**src/rtl/sdinit_pkg.sv**
```systemverilog
// Shared types and constants for the SDRAM initialization sequencer.
// Assumes a 14-bit mode-register address and a 3-bit command field.
package sdinit_pkg;

    typedef enum logic [2:0] {
        CMD_NORMAL    = 3'b000,
        CMD_NOP       = 3'b001,
        CMD_PRECHARGE = 3'b010,
        CMD_MODESET   = 3'b011,
        CMD_REFRESH   = 3'b100
    } sd_cmd_e;

    typedef enum logic [2:0] {
        PH_IDLE,
        PH_SETTLE,
        PH_ISSUE,
        PH_WAIT,
        PH_FINAL,
        PH_DONE
    } phase_e;

    localparam int MA_W = 14;

    localparam logic [MA_W-1:0] MR_LO_CL3 = 14'h01D0;
    localparam logic [MA_W-1:0] MR_HI_CL3 = 14'h1E28;
    localparam logic [MA_W-1:0] MR_LO_CL2 = 14'h0150;
    localparam logic [MA_W-1:0] MR_HI_CL2 = 14'h1EA8;

endpackage

```
**src/rtl/sdinit_row_mask.sv**
```systemverilog
// Marks each row populated when its cumulative boundary exceeds the boundary
// of the row below it (row 0 is compared with zero). Purely combinational.
module sdinit_row_mask #(
    parameter int NROWS = 8,
    parameter int BW    = 8
) (
    input  logic [NROWS*BW-1:0] bounds,
    output logic [NROWS-1:0]    filled
);

    for (genvar i = 0; i < NROWS; i++) begin : g_row
        if (i == 0) begin : g_first
            // first row is populated when its boundary is non-zero
            assign filled[i] = (bounds[BW-1:0] != '0);
        end else begin : g_rest
            // later rows compare against the previous boundary
            assign filled[i] = (bounds[i*BW +: BW] > bounds[(i-1)*BW +: BW]);
        end
    end

endmodule

```
**src/rtl/sdinit_refresh_timer.sv**
```systemverilog
// Periodic refresh request generator. The interval is UNIT clocks scaled by
// the rate code; the count restarts when the code changes or run is low.
// Assumes UNIT >= 2 so every pulse lasts exactly one cycle.
module sdinit_refresh_timer #(
    parameter int UNIT = 780
) (
    input  logic       clk,
    input  logic       rst_n,
    input  logic       run,
    input  logic [2:0] rate,
    output logic       req
);

    localparam int MAXI = UNIT * 16;
    localparam int CW   = $clog2(MAXI + 1);

    logic [CW-1:0] cnt;
    logic [2:0]    last_rate;
    logic [CW-1:0] intv;
    logic          active;

    // decode the rate code into an interval in clocks
    always_comb begin
        case (rate)
            3'b010:  intv = CW'(UNIT);
            3'b001:  intv = CW'(UNIT * 2);
            3'b011:  intv = CW'(UNIT * 4);
            3'b100:  intv = CW'(UNIT * 8);
            3'b101:  intv = CW'(UNIT * 16);
            default: intv = '0;
        endcase
    end

    assign active = run && (rate == last_rate) && (intv != '0);
    assign req    = active && (cnt == intv - CW'(1));

    // interval counter with restart on code change
    always_ff @(posedge clk) begin
        if (!rst_n) begin
            cnt       <= '0;
            last_rate <= 3'b000;
        end else begin
            last_rate <= rate;
            if (!active || req) cnt <= '0;
            else                cnt <= cnt + CW'(1);
        end
    end

endmodule

```
**src/rtl/sdram_init_seq.sv**
```systemverilog
// SDRAM power-up sequencer. After start: settle wait, then NOP, precharge,
// N_CBR CBR refreshes and mode-register set, each walked over the rows one
// per cycle and followed by its wait; then one normal cycle and done.
// Assumes NROWS is a power of two and every wait parameter is at least 1.
module sdram_init_seq
    import sdinit_pkg::*;
#(
    parameter int NROWS    = 8,
    parameter int BW       = 8,
    parameter int T_PWR    = 20000,
    parameter int T_NOP    = 20000,
    parameter int T_RP     = 3,
    parameter int T_RC     = 9,
    parameter int T_MRD    = 2,
    parameter int N_CBR    = 8,
    parameter int REF_UNIT = 780
) (
    input  logic                clk,
    input  logic                rst_n,
    input  logic                start,
    input  logic [NROWS*BW-1:0] row_bound,
    input  logic                cas_lat2,
    input  logic [2:0]          rate_code,
    output logic [2:0]          cmd_code,
    output logic [NROWS-1:0]    cmd_cs,
    output logic [13:0]         cmd_addr,
    output logic                busy,
    output logic                done,
    output logic                refresh_req
);

    localparam int RW   = (NROWS > 1) ? $clog2(NROWS) : 1;
    localparam int WMAX = (T_PWR > T_NOP) ? T_PWR : T_NOP;
    localparam int WCW  = $clog2(WMAX + T_RP + T_RC + T_MRD + 1);
    localparam int CCW  = $clog2(N_CBR + 1);

    phase_e          phase;
    sd_cmd_e         step_cmd;
    logic [RW-1:0]   row_idx;
    logic [WCW-1:0]  wait_cnt;
    logic [CCW-1:0]  cbr_cnt;
    logic [NROWS-1:0] filled;
    logic [WCW-1:0]  step_wait;
    logic            row_hit;
    logic            upper;

    sdinit_row_mask #(.NROWS(NROWS), .BW(BW)) u_mask (
        .bounds (row_bound),
        .filled (filled)
    );

    sdinit_refresh_timer #(.UNIT(REF_UNIT)) u_timer (
        .clk   (clk),
        .rst_n (rst_n),
        .run   (phase == PH_DONE),
        .rate  (rate_code),
        .req   (refresh_req)
    );

    // wait length that follows the current command step
    always_comb begin
        case (step_cmd)
            CMD_NOP:       step_wait = WCW'(T_NOP);
            CMD_PRECHARGE: step_wait = WCW'(T_RP);
            CMD_REFRESH:   step_wait = WCW'(T_RC);
            default:       step_wait = WCW'(T_MRD);
        endcase
    end

    assign row_hit = (phase == PH_ISSUE) && filled[row_idx];
    assign upper   = (int'(row_idx) >= NROWS / 2);

    // command port drive for the current phase
    always_comb begin
        cmd_cs   = '0;
        cmd_addr = '0;
        case (phase)
            PH_SETTLE, PH_WAIT: cmd_code = CMD_NOP;
            PH_ISSUE: begin
                cmd_code = row_hit ? step_cmd : CMD_NOP;
                if (row_hit) cmd_cs = NROWS'(1) << row_idx;
                if (row_hit && step_cmd == CMD_MODESET)
                    cmd_addr = cas_lat2 ? (upper ? MR_HI_CL2 : MR_LO_CL2)
                                        : (upper ? MR_HI_CL3 : MR_LO_CL3);
            end
            default: cmd_code = CMD_NORMAL;
        endcase
    end

    assign busy = (phase != PH_IDLE) && (phase != PH_DONE);
    assign done = (phase == PH_DONE);

    // sequence state machine
    always_ff @(posedge clk) begin
        if (!rst_n) begin
            phase    <= PH_IDLE;
            step_cmd <= CMD_NOP;
            row_idx  <= '0;
            wait_cnt <= '0;
            cbr_cnt  <= '0;
        end else begin
            case (phase)
                PH_IDLE, PH_DONE: begin
                    if (start) begin
                        phase    <= PH_SETTLE;
                        wait_cnt <= WCW'(T_PWR - 1);
                    end
                end
                PH_SETTLE: begin
                    if (wait_cnt == '0) begin
                        phase    <= PH_ISSUE;
                        step_cmd <= CMD_NOP;
                        row_idx  <= '0;
                    end else begin
                        wait_cnt <= wait_cnt - WCW'(1);
                    end
                end
                PH_ISSUE: begin
                    row_idx <= row_idx + RW'(1);
                    if (row_idx == RW'(NROWS - 1)) begin
                        phase    <= PH_WAIT;
                        wait_cnt <= step_wait - WCW'(1);
                    end
                end
                PH_WAIT: begin
                    if (wait_cnt != '0) begin
                        wait_cnt <= wait_cnt - WCW'(1);
                    end else begin
                        phase   <= PH_ISSUE;
                        row_idx <= '0;
                        case (step_cmd)
                            CMD_NOP: step_cmd <= CMD_PRECHARGE;
                            CMD_PRECHARGE: begin
                                step_cmd <= CMD_REFRESH;
                                cbr_cnt  <= '0;
                            end
                            CMD_REFRESH: begin
                                if (cbr_cnt == CCW'(N_CBR - 1)) step_cmd <= CMD_MODESET;
                                else cbr_cnt <= cbr_cnt + CCW'(1);
                            end
                            default: phase <= PH_FINAL;
                        endcase
                    end
                end
                default: phase <= PH_DONE;
            endcase
        end
    end

endmodule

```
**config.mk**
```make
export PLATFORM = sky130hd
export DESIGN_NAME = sdram_init_seq
export DESIGN_NICKNAME = d
export VERILOG_FILES = /design/src/rtl/sdinit_pkg.sv /design/src/rtl/sdinit_row_mask.sv /design/src/rtl/sdinit_refresh_timer.sv /design/src/rtl/sdram_init_seq.sv
export SDC_FILE = /design/constraint.sdc
export NUM_CORES = 1
export LEC_CHECK = 0
export CORE_UTILIZATION = 45
export DETAILED_ROUTE_END_ITERATION = 7
export PLACE_DENSITY = 0.73
export SYNTH_ARGS = -nofsm -noshare
export SYNTH_HDL_FRONTEND = slang
export SYNTH_HIERARCHICAL = 1
export SYNTH_SLANG_ARGS = --single-unit
export TNS_END_PERCENT = 1
```
**constraint.sdc**
```tcl
create_clock -name clk -period 4.1 [get_ports clk]
set_clock_uncertainty 0.05 [all_clocks]
set_input_delay 0.82 -clock clk [delete_from_list [all_inputs] [get_ports clk]]
set_output_delay 0.82 -clock clk [all_outputs]
set_load 0.01 [all_outputs]
```
==> results.yml <==
synth:
  synth_area_sq_mm: 0.00509
  post_synth_mux_area_share_pct: 1.28
  yosysTopAreaCell: "sky130_fd_sc_hd__dfxtp_1"
  syn_area_per_cell_sq_um: 8.05
  async_flop_share_pct: 0
  synth.yosys.seq_area_share_pct: 17.7
  synth_compound_gate_area_share_pct: 23.9
  main_combinational_cell_family_by_area_after_synthesis: "simple AND/OR/NAND/NOR gates"
  synthDominantCellAreaShare_pct: 17.7
  synthDistinctLibCells: 75
  post_synth_adder_cell_area_pct: 17.2
  synthSimpleGateAreaFrac_pct: 24.3
  yosys-top-cells-area: "sky130_fd_sc_hd__dfxtp_1, sky130_fd_sc_hd__ha_1, sky130_fd_sc_hd__inv_1"
  ys_warnings: 6
  synth_cells: 632
  number_of_enable_flip_flop_cells_after_synthesis: 0
  synth_seq_cells: 45
  synth_flop_cell: "sky130_fd_sc_hd__dfxtp_1"
  synth_xor_xnor_area_share_pct: 5.68
clocking:
  clock_sink_count: 45
  clkSlewWorstSetupHoldPaths_ps: 60
  cts_tree: "built"
  tritoncts.num_buffers: 5
  ctsHoldBuffers: 0
  htreeDepth: 2
  cts-root-to-sink-buffers: 2
  clockRootBuffer: "sky130_fd_sc_hd__clkbuf_16"
  clock_insertion_delay_worst_skew_ps: 290
place:
  routabilityCongestion: 0.895
  port-buffer-count: 94
  place.detailed.instances: 869
  hpwlAfterDp_microns: 10100
  post_dp_cell_area_sq_mm: 0.00628
floorplan:
  boundaryPins: 99
  die_width_microns: 108
  die_height_microns: 108
  fp.dieArea_sq_mm: 0.0117
  placement_rows: 38
  start_util_pct: 46.5
  design.core.area_sq_mm: 0.0109
critical_path:
  start_kind: "input pin"
  timing.critical_path.fanout_max: 3
  worst_setup_path_end_kind: "output pin"
  crit-reg2reg-launch: "phase[2]$_SDFFE_PN0P_"
  cp_data_arrival_time_ps: 3200
  ff2ff_path_depth: 8
  rr_endpoint: "wait_cnt[8]$_SDFFE_PN0P_"
  worst-r2r-setup-slack_ps: 970
  worstSetupPathType: "input pin to output pin"
  critical_path_required_ps: 3230
hold_path:
  hold_path_end: "u_timer/cnt[0]$_SDFF_PP0_"
  worstHoldPathCells: 1
  min-delay-start: "u_timer/cnt[0]$_SDFF_PP0_"
  holdCritPathClass: "flop to flop"
sta:
  finalHoldViolCount: 0
  period_minus_slack_ps: 4070
  timing.slew.headroom_pct: 49.8
  fin_worst_hold_slack_ps: 436
  layout_worst_path_cycle_share_pct: 99.3
  max_freq_mhz: 246
  final-setup-viol-count: 0
  timing.setup.tns_ps: 0
  drv_slew: 0
  worstMarginPinSlew_ps: 751
route:
  routed_wire_length_per_instance_microns: 15.9
  vias_per_cell: 5.70
  drt_iter0_markers: 373
  routed_wirelength_microns: 14000
  vias: 5029
  ant_nets: 0
  drt_pre_antenna_iters: 5
  remaining_drc_errors: 0
global_route:
  grt_pass1_vias: 4839
  grtUsageTotal_pct: 22.3
  grt_antenna_before_repair: 0
  grt_max_degree: 21
  grt.overflow.total: 0
  grt_first_pass_wirelength_microns: 21400
layout:
  nFillCells: 904
  ant_diodes: 0
  fin_area_sq_mm: 0.00690
  layout-area-overhead-vs-synth_pct: 35.6
  post_layout_cell_count: 882
  final_layout_size_suffix_gt1_share_pct: 22.6
  nNetsFinal: 882
power_and_ir_drop:
  max-vdd-ir-drop_mv: 0.295
  leakage_uw: 0.00306
  power.density_mw_per_mm2: 207
status:
  outcome: "completed"
job:
  drv.max_cap_violation_count: 0
## logic make-up (layout without fill, tap and decap cells)
logic type / after synthesis / after routing
mux: 4 / 4
other cells: 1 / 4
xor+xnor: 33 / 33
simple gates: 199 / 199
flops: 45 / 45
buf+inv: 113 / 220
compound gates: 167 / 167
fa+ha+maj: 70 / 70
## per-stage QoR
| stage | util [%] | worst slack [ps] | power, uW |
|---|---|---|---|
| 2_1_floorplan | - | 567 | 785 |
| 3_3_place_gp | 57.5 | -491 | 953 |
| 3_5_place_dp | 57.5 | -576 | 974 |
| 4_1_cts | 59.1 | -144 | 1380 |
| 5_1_grt | 63.1 | -68.6 | 1510 |
| 6_report | 63.1 | 27.0 | 1430 |
## worst max-delay path, cell delays in order
cell                              delay [ps]
sky130_fd_sc_hd__clkdlybuf4s50_1         540
sky130_fd_sc_hd__inv_2                    70
sky130_fd_sc_hd__ha_4                    220
sky130_fd_sc_hd__nand4_1                 140
sky130_fd_sc_hd__buf_4                   130
sky130_fd_sc_hd__a21oi_2                  30
sky130_fd_sc_hd__o22a_1                  150
sky130_fd_sc_hd__mux4_2                  500
sky130_fd_sc_hd__mux2i_4                 210
sky130_fd_sc_hd__nor2_1                   90
sky130_fd_sc_hd__and4_1                  170
sky130_fd_sc_hd__buf_2                   130
## cells in the final DEF, fill, tap and decap left out, types with 10 or more instances in the layout
cell and count:
sky130_fd_sc_hd__nor3_1 18, sky130_fd_sc_hd__inv_1 68, sky130_fd_sc_hd__buf_4 41, sky130_fd_sc_hd__a21oi_2 23
sky130_fd_sc_hd__nand4_1 20, sky130_fd_sc_hd__xnor2_1 21, sky130_fd_sc_hd__clkdlybuf4s50_1 36, sky130_fd_sc_hd__o21ai_0 20
sky130_fd_sc_hd__nand2_1 38, sky130_fd_sc_hd__a21oi_1 32, sky130_fd_sc_hd__nand3_1 11, sky130_fd_sc_hd__nor2b_1 10
sky130_fd_sc_hd__buf_2 15, sky130_fd_sc_hd__ha_4 27, sky130_fd_sc_hd__o21ai_1 10, sky130_fd_sc_hd__a211oi_2 10
sky130_fd_sc_hd__xor2_1 11, sky130_fd_sc_hd__nor2_1 20, sky130_fd_sc_hd__and2_1 11, sky130_fd_sc_hd__dfxtp_1 45
sky130_fd_sc_hd__dlymetal6s2s_1 32, sky130_fd_sc_hd__ha_1 42
## cell usage after synthesis, types with 11 or more instances
master	instances
sky130_fd_sc_hd__nand4_1	20
sky130_fd_sc_hd__nand2_1	38
sky130_fd_sc_hd__xor2_1	12
sky130_fd_sc_hd__buf_4	11
sky130_fd_sc_hd__clkbuf_1	18
sky130_fd_sc_hd__nor3_1	18
sky130_fd_sc_hd__and2_1	11
sky130_fd_sc_hd__ha_1	70
sky130_fd_sc_hd__inv_1	74
sky130_fd_sc_hd__dfxtp_1	45
sky130_fd_sc_hd__o21ai_0	26
sky130_fd_sc_hd__nor2_1	20
sky130_fd_sc_hd__nand3_1	11
sky130_fd_sc_hd__xnor2_1	21
sky130_fd_sc_hd__a21oi_1	47
## worst max-delay path by stage
stage	start	to	slack (ps)
floorplan	rate_code[0]	refresh_req	570
global placement	row_bound[49]	cmd_addr[7]	-490
detailed placement	row_bound[49]	cmd_addr[7]	-580
CTS	row_bound[33]	cmd_addr[9]	-140
global route	row_bound[14]	cmd_addr[7]	-70
finish	row_bound[14]	cmd_addr[7]	30
## per-layer routing
layer | global-route usage (%) | wire [microns] | vias to the layer above
li1 | - | - | 2493
met3 | 2.77 | 909 | 20
met4 | 5.98 | 202 | 0
met5 | 0 | 0 | -
met1 | 28.1 | 6050 | 2338
met2 | 40.0 | 6870 | 178
## where the power goes
group / switching [uW] / leakage, uW / internal [uW]
combinational: 275 / 0.00263 / 275
clock: 167 / 0.0000641 / 226
sequential: 27.8 / 0.000367 / 455
## state kept, by name, indices dropped and copies added, names as in the netlist
name	count
step_cmd	3
wait_cnt	15
phase	3
row_idx	3
cbr_cnt	4
u_timer/last_rate	3
u_timer/cnt	14
## repair_timing
item,4_1_cts,5_1_grt
setup buffers,3,3
pin swaps,5,21
endpoints found under the setup margin,22,22
gates resized for setup,83,94
## cell type report
type | instances | area, sq um | area share, %
clock buffers | 7 | 133 | 1.92
clock inverters | 1 | 7.51 | 0.109
flip-flops and latches | 45 | 901 | 13.1
inverters | 75 | 282 | 4.08
well taps | 140 | 175 | 2.54
repair buffers | 137 | 1270 | 18.3
multi-input cells | 477 | 4140 | 60.0
(Power assumes the default switching activity.)
